`config.mk`:
```
export PLATFORM = sky130hd
export DESIGN_NAME = panel_ctrl
export DESIGN_NICKNAME = d
export VERILOG_FILES = /design/src/rtl/panel_ctrl_pkg.sv /design/src/rtl/panel_route_dec.sv /design/src/rtl/panel_en_logic.sv /design/src/rtl/panel_sw_seq.sv /design/src/rtl/panel_ctrl.sv
export SDC_FILE = /design/constraint.sdc
export NUM_CORES = 1
export LEC_CHECK = 0
export BUFFER_PORTS_ARGS = -buffer_cell sky130_fd_sc_hd__buf_2
export CORE_UTILIZATION = 35
export CTS_CLUSTER_DIAMETER = 200
export DETAILED_ROUTE_END_ITERATION = 12
export GPL_ROUTABILITY_DRIVEN = 0
export PLACE_DENSITY_LB_ADDON = 0.08
export SYNTH_ARGS = -nofsm -noshare
export SYNTH_HDL_FRONTEND = slang
export SYNTH_HIERARCHICAL = 1
export SYNTH_SLANG_ARGS = --single-unit
```
`constraint.sdc`:
```
create_clock -name clk_i -period 1.75 [get_ports clk_i]
set_input_delay 0.2625 -clock clk_i [delete_from_list [all_inputs] [get_ports clk_i]]
set_output_delay 0.2625 -clock clk_i [all_outputs]
set_load 0.005 [all_outputs]
```
`src/rtl/panel_ctrl_pkg.sv`:
```
package panel_ctrl_pkg;
  localparam int unsigned ADDR_W = 3;
  localparam int unsigned PD_W   = 2;
  localparam int unsigned PLATES = 4;
  localparam int unsigned SRC_W  = 4;

  localparam int unsigned P_YN = 0;
  localparam int unsigned P_XN = 1;
  localparam int unsigned P_YP = 2;
  localparam int unsigned P_XP = 3;

  typedef enum logic [SRC_W-1:0] {
    SRC_NONE  = 4'd0,
    SRC_XP    = 4'd1,
    SRC_YP    = 4'd2,
    SRC_YN    = 4'd3,
    SRC_VBAT  = 4'd4,
    SRC_IN1   = 4'd5,
    SRC_IN2   = 4'd6,
    SRC_TEMP0 = 4'd7,
    SRC_TEMP1 = 4'd8
  } adc_src_e;

  typedef logic [PLATES-1:0] plate_vec_t;
endpackage

```
`src/rtl/panel_route_dec.sv`:
```
module panel_route_dec
  import panel_ctrl_pkg::*;
(
  input  logic [ADDR_W-1:0] addr_i,
  input  logic              single_ended_i,
  output logic              axis_o,
  output plate_vec_t        pat_o,
  output adc_src_e          src_o
);
  always_comb begin
    axis_o = 1'b0;
    pat_o  = '0;
    src_o  = SRC_NONE;
    case (addr_i)
      3'b000: src_o = single_ended_i ? SRC_TEMP0 : SRC_NONE;
      3'b001: begin  // Y axis
        axis_o     = 1'b1;
        pat_o[P_YP] = 1'b1;
        pat_o[P_YN] = 1'b1;
        src_o      = SRC_XP;
      end
      3'b010: src_o = single_ended_i ? SRC_VBAT : SRC_NONE;
      3'b011: begin  // Z1
        axis_o     = 1'b1;
        pat_o[P_YP] = 1'b1;
        pat_o[P_XN] = 1'b1;
        src_o      = SRC_XP;
      end
      3'b100: begin  // Z2
        axis_o     = 1'b1;
        pat_o[P_YP] = 1'b1;
        pat_o[P_XN] = 1'b1;
        src_o      = SRC_YN;
      end
      3'b101: begin  // X axis
        axis_o     = 1'b1;
        pat_o[P_XP] = 1'b1;
        pat_o[P_XN] = 1'b1;
        src_o      = SRC_YP;
      end
      3'b110: src_o = single_ended_i ? SRC_IN1 : SRC_IN2;
      default: src_o = single_ended_i ? SRC_TEMP1 : SRC_NONE;
    endcase
  end
endmodule

```
`src/rtl/panel_en_logic.sv`:
```
module panel_en_logic
  import panel_ctrl_pkg::*;
(
  input  logic            cs_ni,
  input  logic            sclk_i,
  input  logic            axis_i,
  input  logic [PD_W-1:0] pd_i,
  input  logic            conv_i,
  output logic            drv_req_o,
  output logic            pen_req_o
);
  logic sel;
  assign sel = ~cs_ni;

  // drivers: held by pd0 outside the window, always inside it
  assign drv_req_o = (sel & ~conv_i & axis_i & pd_i[0])
                   | (sel & axis_i & conv_i);

  // pen path: idle between conversions, or deselected with clock low
  assign pen_req_o = (sel & ~conv_i & ~pd_i[0])
                   | (cs_ni & ~sclk_i & ~(pd_i[1] & pd_i[0]));
endmodule

```
`src/rtl/panel_sw_seq.sv`:
```
module panel_sw_seq
  import panel_ctrl_pkg::*;
#(
  parameter int unsigned DEAD_CYCLES = 1
) (
  input  logic       clk_i,
  input  logic       rst_ni,
  input  logic       drv_req_i,
  input  logic       pen_req_i,
  input  plate_vec_t pat_i,
  input  logic       touch_i,
  output plate_vec_t plate_sw_o,
  output logic       pen_det_o,
  output logic       pen_irq_no
);
  localparam int unsigned GAP_W = (DEAD_CYCLES > 1) ? $clog2(DEAD_CYCLES) : 1;

  plate_vec_t want_sw, sw_q, sw_d;
  logic pen_q, pen_d, irq_nq;
  logic cur_act, want_act, change, conflict, hold;

  assign want_sw  = drv_req_i ? pat_i : '0;
  assign cur_act  = (|sw_q) | pen_q;
  assign want_act = (|want_sw) | pen_req_i;
  assign change   = (want_sw != sw_q) || (pen_req_i != pen_q);
  assign conflict = cur_act & want_act & change;

  generate
    if (DEAD_CYCLES > 0) begin : g_gap
      logic [GAP_W-1:0] gap_q;
      always_ff @(posedge clk_i or negedge rst_ni) begin
        if (!rst_ni)            gap_q <= '0;
        else if (gap_q != '0)   gap_q <= gap_q - 1'b1;
        else if (conflict)      gap_q <= GAP_W'(DEAD_CYCLES - 1);
      end
      assign hold = (gap_q != '0) | conflict;

      a_r7_no_direct_swap: assert property (@(posedge clk_i) disable iff (!rst_ni)
        ((|sw_q) && (|$past(sw_q))) |-> (sw_q == $past(sw_q)));
      a_r7_pen_then_off: assert property (@(posedge clk_i) disable iff (!rst_ni)
        pen_q |=> (sw_q == '0));
      a_r7_drive_then_off: assert property (@(posedge clk_i) disable iff (!rst_ni)
        (|sw_q) |=> !pen_q);
    end else begin : g_nogap
      assign hold = 1'b0;
    end
  endgenerate

  assign sw_d  = hold ? '0 : want_sw;
  assign pen_d = hold ? 1'b0 : pen_req_i;

  always_ff @(posedge clk_i or negedge rst_ni) begin
    if (!rst_ni) begin
      sw_q   <= '0;
      pen_q  <= 1'b1;
      irq_nq <= 1'b1;
    end else begin
      sw_q   <= sw_d;
      pen_q  <= pen_d;
      irq_nq <= ~(pen_d & touch_i);
    end
  end

  assign plate_sw_o = sw_q;
  assign pen_det_o  = pen_q;
  assign pen_irq_no = irq_nq;

  a_r7_exclusive: assert property (@(posedge clk_i) disable iff (!rst_ni)
    !((|sw_q) && pen_q));
  a_r6_irq_needs_pen: assert property (@(posedge clk_i) disable iff (!rst_ni)
    !irq_nq |-> pen_q);
endmodule

```
`src/rtl/panel_ctrl.sv`:
```
module panel_ctrl
  import panel_ctrl_pkg::*;
#(
  parameter int unsigned DEAD_CYCLES = 1
) (
  input  logic              clk_i,
  input  logic              rst_ni,
  input  logic              cs_ni,
  input  logic              sclk_i,
  input  logic [ADDR_W-1:0] addr_i,
  input  logic [PD_W-1:0]   pd_i,
  input  logic              single_ended_i,
  input  logic              conv_i,
  input  logic              touch_i,
  output logic              drv_en_o,
  output logic              pen_det_en_o,
  output logic [PLATES-1:0] plate_sw_o,
  output logic [SRC_W-1:0]  adc_src_o,
  output logic              pen_irq_no
);
  logic       axis, drv_req, pen_req;
  plate_vec_t pat, sw;
  adc_src_e   dec_src, src_q;

  panel_route_dec u_dec (
    .addr_i         (addr_i),
    .single_ended_i (single_ended_i),
    .axis_o         (axis),
    .pat_o          (pat),
    .src_o          (dec_src)
  );

  panel_en_logic u_en (
    .cs_ni     (cs_ni),
    .sclk_i    (sclk_i),
    .axis_i    (axis),
    .pd_i      (pd_i),
    .conv_i    (conv_i),
    .drv_req_o (drv_req),
    .pen_req_o (pen_req)
  );

  panel_sw_seq #(.DEAD_CYCLES(DEAD_CYCLES)) u_seq (
    .clk_i      (clk_i),
    .rst_ni     (rst_ni),
    .drv_req_i  (drv_req),
    .pen_req_i  (pen_req),
    .pat_i      (pat),
    .touch_i    (touch_i),
    .plate_sw_o (sw),
    .pen_det_o  (pen_det_en_o),
    .pen_irq_no (pen_irq_no)
  );

  always_ff @(posedge clk_i or negedge rst_ni) begin
    if (!rst_ni)    src_q <= SRC_NONE;
    else if (cs_ni) src_q <= SRC_NONE;
    else            src_q <= dec_src;
  end

  assign plate_sw_o = sw;
  assign drv_en_o   = |sw;
  assign adc_src_o  = src_q;

  a_r4_req_disjoint: assert property (@(posedge clk_i) disable iff (!rst_ni)
    !(drv_req && pen_req));
  a_r3_deselect_off: assert property (@(posedge clk_i) disable iff (!rst_ni)
    cs_ni |=> (plate_sw_o == '0));
  a_r5_pd11_no_pen: assert property (@(posedge clk_i) disable iff (!rst_ni)
    (cs_ni && pd_i == 2'b11) |=> !pen_det_en_o);
  a_r10_src_idle: assert property (@(posedge clk_i) disable iff (!rst_ni)
    cs_ni |=> (adc_src_o == SRC_NONE));
endmodule

```
Word level (Yosys, flattened, before mapping)

Index checks and enable logic that the tools add are counted.
Widths: inputs -> output; s select.

Register bits: 11
Input port bits: 12
Output and inout port bits: 11
Logic and storage cells: 60

Add/sub/neg operators: 1
Equality and inequality tests: 8
Mux-type cells: 15
Bitwise operators: 23
Reductions and logical operators: 8

Operators with widths:

| kind                | number |
|---|---|
| $pmux 4 s6          | 1 |
| $mux 4              | 4 |
| $and 1x1->1         | 12 |
| $reduce_or 4->1     | 3 |
| $eq 3x3->1 const B  | 3 |
| $mux 1              | 7 |
| $eq 3x2->1 const B  | 2 |
| $mux 3              | 2 |
| $not 1->1           | 6 |
| $reduce_or 3->1     | 2 |
| $or 1x1->1          | 5 |
| $ne 4x4->1          | 1 |
| $eq 3x1->1 const B  | 1 |
| $logic_not 3->1     | 1 |
| $mux 2              | 1 |
| $reduce_or 2->1     | 1 |
| $logic_or 1x1->1    | 1 |
| $ne 1x1->1          | 1 |
| $sub 1x1->1 const B | 1 |

Longest topological paths before layout

Gate-level depths: netlist (run 1).

Depth in word-level cells: 15
Depth in mapped cells: 9
Depth with buffers taken out: 8

Modules after synthesis

Netlist (run 1), hierarchy kept.

Modules (own cells, without submodules):

| module          | instances | cells each | area an instance (sq um) | seq. area each (sq um) |
|---|---|---|---|---|
| panel_sw_seq    | 1         | 35         | 327.8                    | 152.6 |
| panel_ctrl      | 1         | 9          | 132.6                    | 100.1 |
| panel_route_dec | 1         | 19         | 107.6                    | 0.0 |
| panel_en_logic  | 1         | 6          | 32.5                     | 0.0 |

Worst setup path after synthesis (run 1)

No wires, ideal clock.

Kind: input to register
From: input addr_i[2]
To: register u_seq.irq_nq, in the netlist u_seq/pen_irq_no
Library setup time: 77 ps
Data arrival time: 1667 ps
Required time: 1673 ps
Setup slack: 7 ps
Stages on the path: 9
Path buffers: 2
Cells stage by stage: buf_6 > nand2b_1 > nand2_1 > nor3b_1 > buf_4 > and4bb_1 > a2bb2oi_1 > a211o_1 > a21o_1

Word-level cells in the longest chain between the ends: 15
Elaborated cells between the ends (all ways): 28
Classes of those cells: 5 x eq/ne; 7 x mux; 11 x bitwise; 5 x reduce/logical

RTL lines:

| item                                        | line                                       | source |
|---|---|---|
| from (decl)                                 | panel_ctrl.sv:10                           | `input logic [ADDR_W-1:0] addr_i,` |
| $eq 3x3->1, or another cell as far along    | panel_route_dec.sv:14                      | `case (addr_i)` |
| $reduce_or 4->1 (no line) *                 | n/a                                        |  |
| $mux 1 *                                    | panel_route_dec.sv:14                      |  |
| via axis                                    | panel_ctrl.sv:21                           | `logic axis, drv_req, pen_req;` |
| $and 1x1->1 (on tied branches) (2 in a row) | panel_en_logic.sv:16, panel_en_logic.sv:17 |  |
| $or 1x1->1 *                                | panel_en_logic.sv:17                       | `\| (sel & axis_i & conv_i);` |
| via drv_req                                 | panel_ctrl.sv:21                           |  |
| $mux 4 *                                    | panel_sw_seq.sv:22                         | `assign want_sw = drv_req_i ? pat_i : '0;` |
| $reduce_or 4->1                             | panel_sw_seq.sv:24                         | `assign want_act = (\|want_sw) \| pen_req_i;` |
| $or 1x1->1                                  | panel_sw_seq.sv:24                         |  |
| $and 1x1->1                                 | panel_sw_seq.sv:26                         | `assign conflict = cur_act & want_act & change;` |
| $and 1x1->1 *                               | panel_sw_seq.sv:26                         |  |
| $or 1x1->1 *                                | panel_sw_seq.sv:36                         | `assign hold = (gap_q != '0) \| conflict;` |
| $mux 1 *                                    | panel_sw_seq.sv:50                         | `assign pen_d = hold ? 1'b0 : pen_req_i;` |
| $and 1x1->1 *                               | panel_sw_seq.sv:60                         | `irq_nq <= ~(pen_d & touch_i);` |
| $not 1->1 *                                 | panel_sw_seq.sv:60                         |  |
| to (signal assigned)                        | panel_sw_seq.sv:60                         |  |
| to (decl)                                   | panel_sw_seq.sv:19                         | `logic pen_q, pen_d, irq_nq;` |

Mark *: on every way through the listed nets, which the timed path passes. The rest lies on a longest branch.

Worst setup path in the final report (run 1)

From: register u_seq.sw_q[1], in the netlist u_seq/plate_sw_o[1]
To: output drv_en_o

Word-level cells in the longest chain between the ends: 1

RTL lines:

| item                   | line               | source |
|---|---|---|
| from (decl)            | panel_sw_seq.sv:18 | `plate_vec_t want_sw, sw_q, sw_d;` |
| from (signal assigned) | panel_sw_seq.sv:58 | `sw_q <= sw_d;` |
| $reduce_or 4->1        | panel_ctrl.sv:62   | `assign drv_en_o = \|sw;` |
| to (decl)              | panel_ctrl.sv:15   | `output logic drv_en_o,` |

Every way passes these cells.

==> results.txt, run 1 <==
The run finished, with violations left. The final reports fail on design-rule violations. The post-route DRC violation count came out at 2. The number of hold buffers added after cts came out at 1. After filler insertion, the fill cell instance count of the layout stands at 151.

The total overflow left after global routing is 0. The async set-reset flop share out of synthesis came out at 1.00. The TritonCTS buffer count is 3. The worst path required time came out at 1.49 ns. The detailed router placed 588 vias in this run. The flop-to-flop setup slack came out at 0.38 ns. The total global-route track usage is 0.166. The share of total power dissipated in sequential elements is 0.467. The routed via count divided by cell count came out at 4.98. The number of cells upsized or downsized after cts is 0. The combinational group share of total power came out at 0.235. The count of endpoints failing setup in the final report is 0. After synthesis the cells add up to 601 sq um. The first global-routing pass estimated 2260 microns of wire. Setup repair after global routing left no endpoint under its margin. The slowest stage of the critical path belongs to the cell or4_1.

The number of flip-flops and latches in the synthesized netlist came out at 10. The internal power is 0.394 mW. In the final layout, the share of cells above drive strength 1 is 0.353. The minimum clock period is 1.60 ns.

The type of element capturing the critical path is a primary output. CTS placed an instance of clkbuf_4 at the clock tree root. Across the routed clock network, the largest skew measured is 0.00291 ns.

The initialized floorplan defines 14 standard-cell rows. In this run the deepest clock path goes through 2 buffers. The clock network fraction of total power is 0.299.

The post-placement cell area came out at 772 sq um. The total non-filler cell area in the finished layout came out at 808 sq um. The wire length per cell after detailed routing came out at 11.1 microns. Along the worst path, the maximum fanout reaches 5. The die is 43.4 microns wide.

The standard cell core area is 1560 sq um. STA classifies the critical path startpoint as a flop. For this design the ratio of total power to cell area is 668 nW/um^2. The count of H-tree levels built during CTS is 1. The number of distinct library cells after synthesis came out at 31. The critical path data arrival time came out at 1.34 ns. The final cell count without fillers came out at 118. Clock-pin slew was measured on the worst setup and hold paths at 0.06 ns. The area occupied by multi-input gates is 322 sq um. The length of the first detailed-routing pass in iterations is 8. TritonCTS built the clock tree. The hold violation total from the final report is 0. Of the total power, the share spent switching nets is 0.269. The worst slew margin relative to its limit came out at 0.800. The signed area change from the synthesized netlist to the final layout came out at 34.6%.

The number of setup buffers added after CTS came out at 0. When the netlist entered floorplanning its net count stood at 81. The worst register-to-register path ends at u_seq/pen_irq_no.

The delay of the slowest cell on the worst path came out at 0.52 ns. The sum of met3 wire segment lengths after detailed routing came out at 56 microns. For the pin with the worst max-slew slack, the measured transition is 0.297 ns. Once placement completed, the tool counted placed cells totaling 113. The total detailed-routing wirelength came out at 1310 microns. The number of synthesized flops with an enable pin is 0. The total count of max-transition violations in the final report came out at 0. The number of antenna violations at the first check in global routing is 0.

Signal routing reaches up to met4. The die area is 1890 sq um. The startpoint of the lowest-slack register-to-register path is u_seq/pen_det_o. The critical path starts at u_seq/plate_sw_o[1]. In this run the power spent charging and discharging nets is 0.145 mW. The pin count of the biggest net entering global routing is 11. The final core utilization is 0.518.

The number of top-level pins came out at 23. The clock latency on the worst-skew pair came out at 0.26 ns. The number of DRC markers after the initial detailed-route iteration is 16. In this run the worst hold path is classified as in2reg. The final antenna diode count is 0.

Measured along the y axis, the die boundary spans 43.4 microns. The via count of the first global-routing pass came to 501. The detail route stage leaves a number of antenna-violating nets equal to 0. The wire length the detailed router placed on met1 came out at 636 microns. Synthesis produced 69 cells. Clock tree synthesis found a total of 10 sinks. In this run the tool buffered the top-level ports with 22 buffer cells. Traced cell by cell, the critical path runs through or4_1 > buf_2. The total leakage power came out at 0.439 nW. Timing analysis after detailed placement gives a worst setup slack of -0.0525 ns. The fmax came out at 0.625 GHz. The overall power came out at 0.540 mW. The number of warnings issued by yosys is 6.

The starting utilization of the core area came out at 0.385. The worst setup path is of the reg2out kind. Detailed routing placed a total of 598 microns of wire on met2.

The max capacitance violation total came out at 0. The worst ir drop on vdd is 0.000287 V. The number of cell instances on the worst register-to-register path came out at 4. Across the whole layout, storage elements account for 253 sq um. The critical path ends at drv_en_o. The final setup slack of the worst path came out at 0.150 ns.

For this run, the leading register cell type out of synthesis is dfrtp_1. The post-route fraction of the period consumed by the critical path came out at 0.914. The final layout contains 115 nets. Of the synthesized area, sequential elements account for 0.421.

The post-synthesis average cell area is 8.70 sq um.
## registers in the layout (all words and copies together) (netlist names)
signal            flops
u_seq/pen_det_o       1
adc_src_o             4
u_seq/pen_irq_no      1
u_seq/plate_sw_o      4
## cells in the mapped netlist, types with 2 or more instances
cell / number / area [sq um]
xnor2_1: 2 / 17.5
o21ai_1: 4 / 20.0
o21bai_1: 2 / 15.0
and3_1: 2 / 12.5
nor3_1: 2 / 10.0
nor2_1: 5 / 18.8
o21ai_0: 2 / 10.0
dfrtp_1: 8 / 200
a21oi_1: 4 / 20.0
nand2_1: 12 / 45.0
dfstp_2: 2 / 52.6
nand3_1: 2 / 10.0
nor2b_1: 4 / 25.0
## routing by layer
layer	up-vias	global-route usage
li1	308	-
met1	259	0.234
met2	19	0.224
met3	2	0.0250
met4	0	0.131
met5	-	0
## worst min-delay path by stage
stage	start	end	slack [ns]	cells after the start
2_1_floorplan	rst_ni	adc_src_o[0]	-0.03	0
3_3_place_gp	rst_ni	adc_src_o[0]	0.13	1
3_5_place_dp	rst_ni	adc_src_o[0]	0.13	1
4_1_cts	cs_ni	adc_src_o[0]	0.24	2
5_1_grt	cs_ni	adc_src_o[0]	0.25	2
6_report	cs_ni	adc_src_o[0]	0.25	2
## layout make-up
class	instances	share of cell area
well taps	16	0.0248
multi-input cells	55	0.398
flip-flops and latches	10	0.313
repair buffers	31	0.223
inverters	2	0.00929
clock buffers	4	0.0325
## critical path: cells and delay by family, from the launching register on
kind,cells,cell delay (ns)
AND/OR/NAND/NOR,1,0.52
flip-flops,1,0.43
buffers and inverters,1,0.14
## cells in the final DEF, fill, tap and decap left out, types with 2 or more instances in the layout
cell type and instances:
buf_4 8, nand3_1 2, dfstp_2 2, clkbuf_4 3
buf_2 22, and3_1 2, nor2b_1 4, o21ai_0 2
nor2_1 5, a21oi_1 4, nand2_1 12, nor3_1 2
o21ai_1 4, o21bai_1 2, dfrtp_1 8, xnor2_1 2
## power groups by stage
stage	logic, mW	registers [mW]	clock network, mW
after floorplan	0.0678	0.257	0
after global placement	0.124	0.256	0
after detailed placement	0.125	0.256	0
after CTS	0.127	0.252	0.170
after global routing	0.143	0.253	0.180
final	0.127	0.252	0.161
## logic make-up (layout without fill, tap and decap cells)
| logic type | Yosys count | count (layout) | share of synthesized area |
|---|---|---|---|
| flops | 10 | 10 | 0.421 |
| xor+xnor | 3 | 3 | 0.0438 |
| simple gates | 32 | 32 | 0.273 |
| mux | 1 | 1 | 0.0167 |
| compound gates | 19 | 19 | 0.202 |
| buf+inv | 4 | 37 | 0.0437 |
## metrics by stage
stage	hold WS, ns	setup TNS, ns
after global routing	0.250	0
after CTS	0.242	0
after detailed placement	0.133	-0.142
after global placement	0.131	-0.0894
after floorplan	-0.0331	0
final	0.246	0
Power figures use the tool's default switching activity.
==> inputs of run 2 (changes only) <==
Settings changed: GPL_TIMING_DRIVEN set to 0, SETUP_SLACK_MARGIN set to 0.3.
==> run 2 against run 1 <==
  * Clock skew decreased by 0.0018 ns
  * The flow still finishes with violations (design-rule violations)
  * Maximum frequency grew 4.5%
  * Sequential power barely moved
  * Register-to-register slack got worse by 0.09 ns
  * Cell area grew 11%
  * Critical endpoint unchanged
  * Routed wire length rose by 7.2%
  * Utilization is 5.7 points higher
==> results.txt, run 2 (synthesized netlist as in run 1, its figures left out) <==
The delay of the slowest cell on the worst path is 0.50 ns (was 0.52 ns). The root buffer cell is clkbuf_4 (unchanged). The total detailed-routing wirelength is 1410 microns (was 1310 microns). The worst ir drop on vdd is 0.000284 V (was 0.000287 V). The net count of the finished layout came to 117 (was 115).

The hold slack came out at 0.264 ns (was 0.246 ns). The clock net sink count is 10 (unchanged). The post-placement cell area is 748 sq um (was 772 sq um).

The die area came out at 1890 sq um (unchanged). The signed area change from the synthesized netlist to the final layout came out at 49.4% (was 34.6%). The highest-utilization routing layer at the global route stage was met1 (unchanged). The via count of the first global-routing pass is 526 (was 501). The count of input and output buffers is 21 (was 22). The total number of placement rows is 14 (unchanged). The total leakage power is 0.474 nW (was 0.439 nW). The leading cell type in the layout, fill and taps excluded is buf_2 (unchanged). The worst path required time was 1.49 ns (about the same).

The routed via count divided by cell count is 5.28 (was 4.98). The global-route congestion overflow total was 0 (unchanged). The global routing usage on met1 is 0.245 (was 0.234). The post-route DRC violation count is 2 (unchanged). The number of antenna violations at the first check in global routing was 0 (unchanged). The total global-route track usage is 0.169 (was 0.166). Result of the run: finished with violations (unchanged). The met3 usage in global routing came out at 0.0250 (unchanged). The fmax came out at 0.653 GHz (was 0.625 GHz). The wire length of the first global-routing pass came out at 2300 microns (was 2260 microns). The path type of the worst setup path was reg2out (unchanged). The pin count of the biggest net entering global routing is 11 (unchanged). The post-route fraction of the period consumed by the critical path is 0.875 (was 0.914). The vertical extent of the die is 43.4 microns (unchanged). Violations in the final reports: design-rule violations (unchanged). The family with the most delay on the worst path is simple AND/OR/NAND/NOR gates (unchanged). The hold violation total from the final report came out at 0 (unchanged).

The routed via count came out at 633 (was 588). The flop-to-flop setup slack was 0.29 ns (was 0.38 ns). The final HPWL from detailed placement came out at 970 microns. The power density normalized to cell area is 668 nW/um^2 (about the same).

The layout cell share with drive strength beyond 1 came out at 0.433 (was 0.353). The clock tree skew after final layout is 0.00109 ns (was 0.00291 ns). The clock latency on the worst-skew pair came out at 0.26 ns (about the same). The number of buffers on the longest clock path was 2 (unchanged). The number of top-level pins is 23 (unchanged). The slew at the pin closest to its max-slew limit came out at 0.323 ns (was 0.297 ns). The total count of max-transition violations in the final report is 0 (unchanged). The final antenna diode count came out at 0 (unchanged). The met2 capacity usage during global routing came out at 0.230 (was 0.224).

The max capacitance violation total is 0 (unchanged). The count of H-tree levels built during CTS is 1 (unchanged). The cell with the largest stage delay on the worst path was or4_1 (unchanged). Cell-by-cell listing of the critical path: or4_1 > buf_2 (unchanged). The count of nets left with antenna violations after detail routing came out at 0 (unchanged). The TritonCTS buffer count is 3 (unchanged).

The worst slew margin relative to its limit is 0.783 (was 0.800). The kind of start point of the critical path is a flop (unchanged). The critical path data arrival time is 1.27 ns (was 1.34 ns).

The maximum fanout along the worst path was 2 (was 5). Unrepaired setup endpoints after global routing: true (was false). The class of the worst hold path is in2reg (unchanged). The final core utilization came out at 0.575 (was 0.518). The standard cell core area was 1560 sq um (unchanged). The number of buffer and inverter stages on the critical path is 1 (unchanged). The starting utilization of the core area is 0.385 (unchanged).

The CTS tree is yes (unchanged). The length of the first detailed-routing pass in iterations is 8 (unchanged). The die extent in x came out at 43.4 microns (unchanged).

Leading cell types in the layout, fill and taps excluded: buf_2, nand2_1, buf_4, dfrtp_1, nor2_1 (was buf_2, nand2_1, dfrtp_1, buf_4, nor2_1). The minimum clock period is 1.53 ns (was 1.60 ns). The number of fill cells in the layout is 139 (was 151). The total non-filler cell area in the finished layout is 897 sq um (was 808 sq um).

The wire length per cell after detailed routing is 11.7 microns (was 11.1 microns). The type of element capturing the critical path is a primary output (unchanged). The CTS clock-pin slew for the worst setup and hold paths came to 0.07 ns (was 0.06 ns).

The count of endpoints failing setup in the final report was 0 (unchanged). The number of DRC markers after the initial detailed-route iteration came out at 17 (was 16).
## run 2: cell count changes in the layout (fill, tap and decap cells not counted), moves of 2 or more
cell / previous run / this run
buf_2: 22 / 19
buf_6: 0 / 2
nand2_1: 12 / 10
nand2_2: 0 / 2
## run 2: worst paths after layout
check                                         start  cells past startpoint             endpoint
worst max-delay path            u_seq/plate_sw_o[1]                      2             drv_en_o
worst min-delay path                        touch_i                      3     u_seq/pen_irq_no
worst max register to register  u_seq/plate_sw_o[3]                      5     u_seq/pen_irq_no
worst min register to register  u_seq/plate_sw_o[2]                      3      u_seq/pen_det_o
max in group asynchronous                    rst_ni                      2     u_seq/pen_irq_no
min in group asynchronous                    rst_ni                      2  u_seq/plate_sw_o[2]
## run 2: area by class of cell
| class | instances | area, sq um | share of cell area |
|---|---|---|---|
| repair buffers | 31 | 195 | 0.218 |
| clock buffers | 4 | 36.3 | 0.0404 |
| flip-flops and latches | 10 | 253 | 0.282 |
| multi-input cells | 55 | 357 | 0.397 |
| well taps | 16 | 20.0 | 0.0223 |
| plain buffers | 2 | 26.3 | 0.0293 |
| inverters | 2 | 10.0 | 0.0112 |
## run 2: worst reg2reg max path, cell delays in order (launching register included)
cell	delay, ns
dfrtp_1	0.41
buf_4	0.14
and4bb_1	0.25
a2bb2oi_2	0.07
a211o_1	0.33
a21o_1	0.20
## run 2: layer usage
layer / wire [microns] / vias to the layer above
met4: 19 / 0
met2: 632 / 26
met5: 0 / -
met3: 67 / 2
li1: - / 316
met1: 687 / 289
## run 2: timing repair
item	4_1_cts	5_1_grt
gates cloned	1	0
setup buffers	7	1
gates resized for setup	6	3
setup endpoints to repair	6	7
hold buffers	1	0
hold endpoints to repair	8	0
pin swaps	8	6
## run 2: per-stage QoR
| step | setup TNS [ns] | total power, mW | instances | setup slack [ns] |
|---|---|---|---|---|
| after floorplan | 0 | 0.328 | 69 | 0.0865 |
| after global placement | -0.213 | 0.375 | 106 | -0.0521 |
| after detailed placement | -0.482 | 0.376 | 106 | -0.106 |
| after CTS | 0 | 0.602 | 119 | 0.203 |
| after global routing | 0 | 0.634 | 120 | 0.184 |
| final | 0 | 0.599 | 120 | 0.218 |
## run 2: report_power, final
part	internal, mW	switching [mW]	total (mW)
Clock	0.126	0.0772	0.203
Combinational	0.0703	0.0750	0.145
Sequential	0.245	0.00536	0.250
Total	0.441	0.158	0.599
==> inputs of run 3 (changes only) <==
Settings changed: BUFFER_PORTS_ARGS -buffer_cell sky130_fd_sc_hd__buf_2 to unset, DONT_BUFFER_PORTS set to 1.
Clock period 1.75 ns to 1.4 ns, I/O delays scaled along.
==> run 3 against run 2 <==
  * The flow finishes with violations (negative setup slack)
  * Sequential power grew 28%
  * Hold slack got worse by 0.25 ns
  * Clock power is 21% higher
  * Critical path type is now in2reg
  * Highest routed layer unchanged
==> results.txt, run 3 (synthesized netlist as in run 1, its figures left out) <==
The cell with the largest stage delay on the worst path is a211o_4 (was or4_1). The length of the first detailed-routing pass in iterations was 4 (was 8). Unrepaired setup endpoints after global routing: true (unchanged). The number of fill cells in the layout came out at 148 (was 139). The sum of met3 wire segment lengths after detailed routing is 80 microns (was 67 microns).

The fmax came out at 0.672 GHz. Cell-by-cell listing of the critical path: buf_8 > nand2b_4 > nand2_2 > nor3b_4 > buf_6 > and4bb_1 > a2bb2oi_2 > a211o_4 > a21o_1 (was or4_1 > buf_2). The standard cell core area is 1560 sq um (unchanged). The path type of the worst setup path is in2reg (was reg2out). The detailed-routed wire length on met2 is 530 microns (was 632 microns). The final antenna diode count came out at 0 (unchanged). The signed area change from the synthesized netlist to the final layout is 29.0% (was 49.4%). Result of the run: finished with violations (unchanged). The maximum fanout along the worst path came out at 5 (was 2). The wire length per cell after detailed routing came out at 13.6 microns (was 11.7 microns).

The pin count of the biggest net entering global routing is 11 (unchanged). The final setup slack of the worst path is -0.0884 ns (was 0.218 ns). The max capacitance violation total is 0 (unchanged). The power density normalized to cell area is 917 nW/um^2 (was 668 nW/um^2).

The global-route congestion overflow total came out at 0 (unchanged). The count of H-tree levels built during CTS is 1 (unchanged). After layout, the minimum clock period comes to 1.49 ns. The kind of start point of the critical path is an input pin (was flop). The total number of placement rows is 14 (unchanged).

The hold violation total from the final report came out at 0 (unchanged). The number of buffer and inverter stages on the critical path came out at 2 (was 1). The total global-route track usage is 0.147 (was 0.169). The starting utilization of the core area was 0.385 (unchanged). The total count of max-transition violations in the final report is 0 (unchanged).

The overall power is 0.710 mW (was 0.599 mW). Violations in the final reports: negative setup slack (was design-rule violations). The highest layer used for signal routing is met4 (unchanged). The worst slew margin relative to its limit came out at 0.707 (was 0.783).

The post-route DRC violation count is 0 (was 2). The clock latency on the worst-skew pair came out at 0.26 ns (about the same). The slew at the pin closest to its max-slew limit came out at 0.438 ns (was 0.323 ns). The TritonCTS buffer count was 3 (unchanged).

The class of the worst hold path is in2reg (unchanged). The count of nets left with antenna violations after detail routing is 0 (unchanged). The die area came out at 1890 sq um (unchanged). The final HPWL from detailed placement came to 938 microns (was 970 microns).

The wire length the detailed router placed on met1 came to 632 microns (was 687 microns). The number of DRC markers after the initial detailed-route iteration came to 7 (was 17). The type of element capturing the critical path is a flop (was primary output). The hold slack was 0.0115 ns (was 0.264 ns). The via count of the first global-routing pass came out at 488 (was 526). Leading cell types in the layout, fill and taps excluded: nand2_1, dfrtp_1, nor2_1 (was buf_2, nand2_1, buf_4, dfrtp_1, nor2_1). The CTS tree is yes (unchanged). The post-route fraction of the period consumed by the critical path is 1.06. The total area of sequential cells is 254 sq um (was 253 sq um).

The delay of the slowest cell on the worst path is 0.37 ns (was 0.50 ns). The setup total negative slack came to -0.290 ns (was 0 ns). The final core utilization came out at 0.497 (was 0.575).

The count of endpoints failing setup in the final report is 6 (was 0). The worst ir drop on vdd is 0.000314 V (was 0.000284 V). The CTS clock-pin slew for the worst setup and hold paths is 0.06 ns (was 0.07 ns).

The number of buffers on the longest clock path came out at 2 (unchanged). The clock tree skew after final layout is 0.00280 ns (was 0.00109 ns). The number of antenna violations at the first check in global routing was 0 (unchanged). The count of input and output buffers came out at 0 (was 21). The leading cell type in the layout, fill and taps excluded was nand2_1 (was buf_2). The routed via count is 549 (was 633). The root buffer cell is clkbuf_4 (unchanged). The worst path required time came out at 1.59 ns (was 1.49 ns). The total leakage power came out at 0.353 nW (was 0.474 nW). The final cell count without fillers is 95 (was 120). The clock net sink count was 10 (unchanged). The vertical extent of the die is 43.4 microns (unchanged). The net count of the finished layout came out at 92 (was 117).

The family with the most delay on the worst path is compound AO/OA/AOI/OAI gates (was simple AND/OR/NAND/NOR gates). The routed via count divided by cell count is 5.78 (was 5.28). The number of top-level pins came to 23 (unchanged). The critical path data arrival time was 1.68 ns (was 1.27 ns). The layout cell share with drive strength beyond 1 is 0.329 (was 0.433). The die extent in x is 43.4 microns (unchanged). The number of placed instances, taps included is 85 (was 106).

The wire length of the first global-routing pass was 2100 microns (was 2300 microns). The area occupied by multi-input gates came out at 379 sq um (was 357 sq um). The total detailed-routing wirelength is 1290 microns (was 1410 microns).
run 3: stage by stage:
stage                     area [sq um]  worst slack [ns]
after global placement             643            -0.330
after CTS                          742           -0.0565
after detailed placement           643            -0.343
after global routing               774            -0.157
after floorplan                    623            -0.211
final                              774           -0.0884
run 3: routing by layer:
metal,global-route usage,vias to the layer above
met5,0,-
met4,0.0750,0
met3,0.0208,4
met2,0.215,23
met1,0.213,251
li1,-,271
run 3: final timing paths:
path / start / endpoint / slack, ns / depth (start not counted)
min in group asynchronous: rst_ni / u_seq/plate_sw_o[2] / 0.33 / 1
setup reg to reg: u_seq/plate_sw_o[3] / u_seq/pen_irq_no / -0.02 / 4
hold / removal: cs_ni / adc_src_o[3] / 0.01 / 1
setup / recovery: addr_i[2] / u_seq/pen_irq_no / -0.09 / 9
hold reg to reg: u_seq/plate_sw_o[1] / u_seq/plate_sw_o[1] / 0.80 / 3
max in group asynchronous: rst_ni / u_seq/pen_irq_no / 0.74 / 1
run 3: what timing repair did:
| action | in CTS | in global routing |
|---|---|---|
| endpoints found under the setup margin | 7 | 7 |
| pin swaps | 5 | 7 |
| endpoints found under the hold margin | 10 | 0 |
| gates cloned | 1 | 0 |
| resized for setup | 5 | 7 |
| buffers inserted | 3 | 1 |
| hold buffers | 1 | 0 |
run 3: power by group:
part           total [mW]  internal, mW  switching, mW
clock               0.245         0.157         0.0879
combinational       0.146        0.0698         0.0763
sequential          0.319         0.307         0.0123
total               0.710         0.534          0.177
run 3: layout make-up:
cell class              instances  area share
clock buffers                   4      0.0468
repair buffers                  6      0.0662
flip-flops and latches         10       0.328
multi-input cells              55       0.489
well taps                      16      0.0258
inverters                       2     0.00969
plain buffers                   2      0.0339
run 3: worst reg2reg max path, cell delays in order, from the launching register on:
cell	delay [ns]
dfrtp_1	0.43
and4bb_1	0.30
a2bb2oi_2	0.08
a211o_4	0.37
a21o_1	0.19
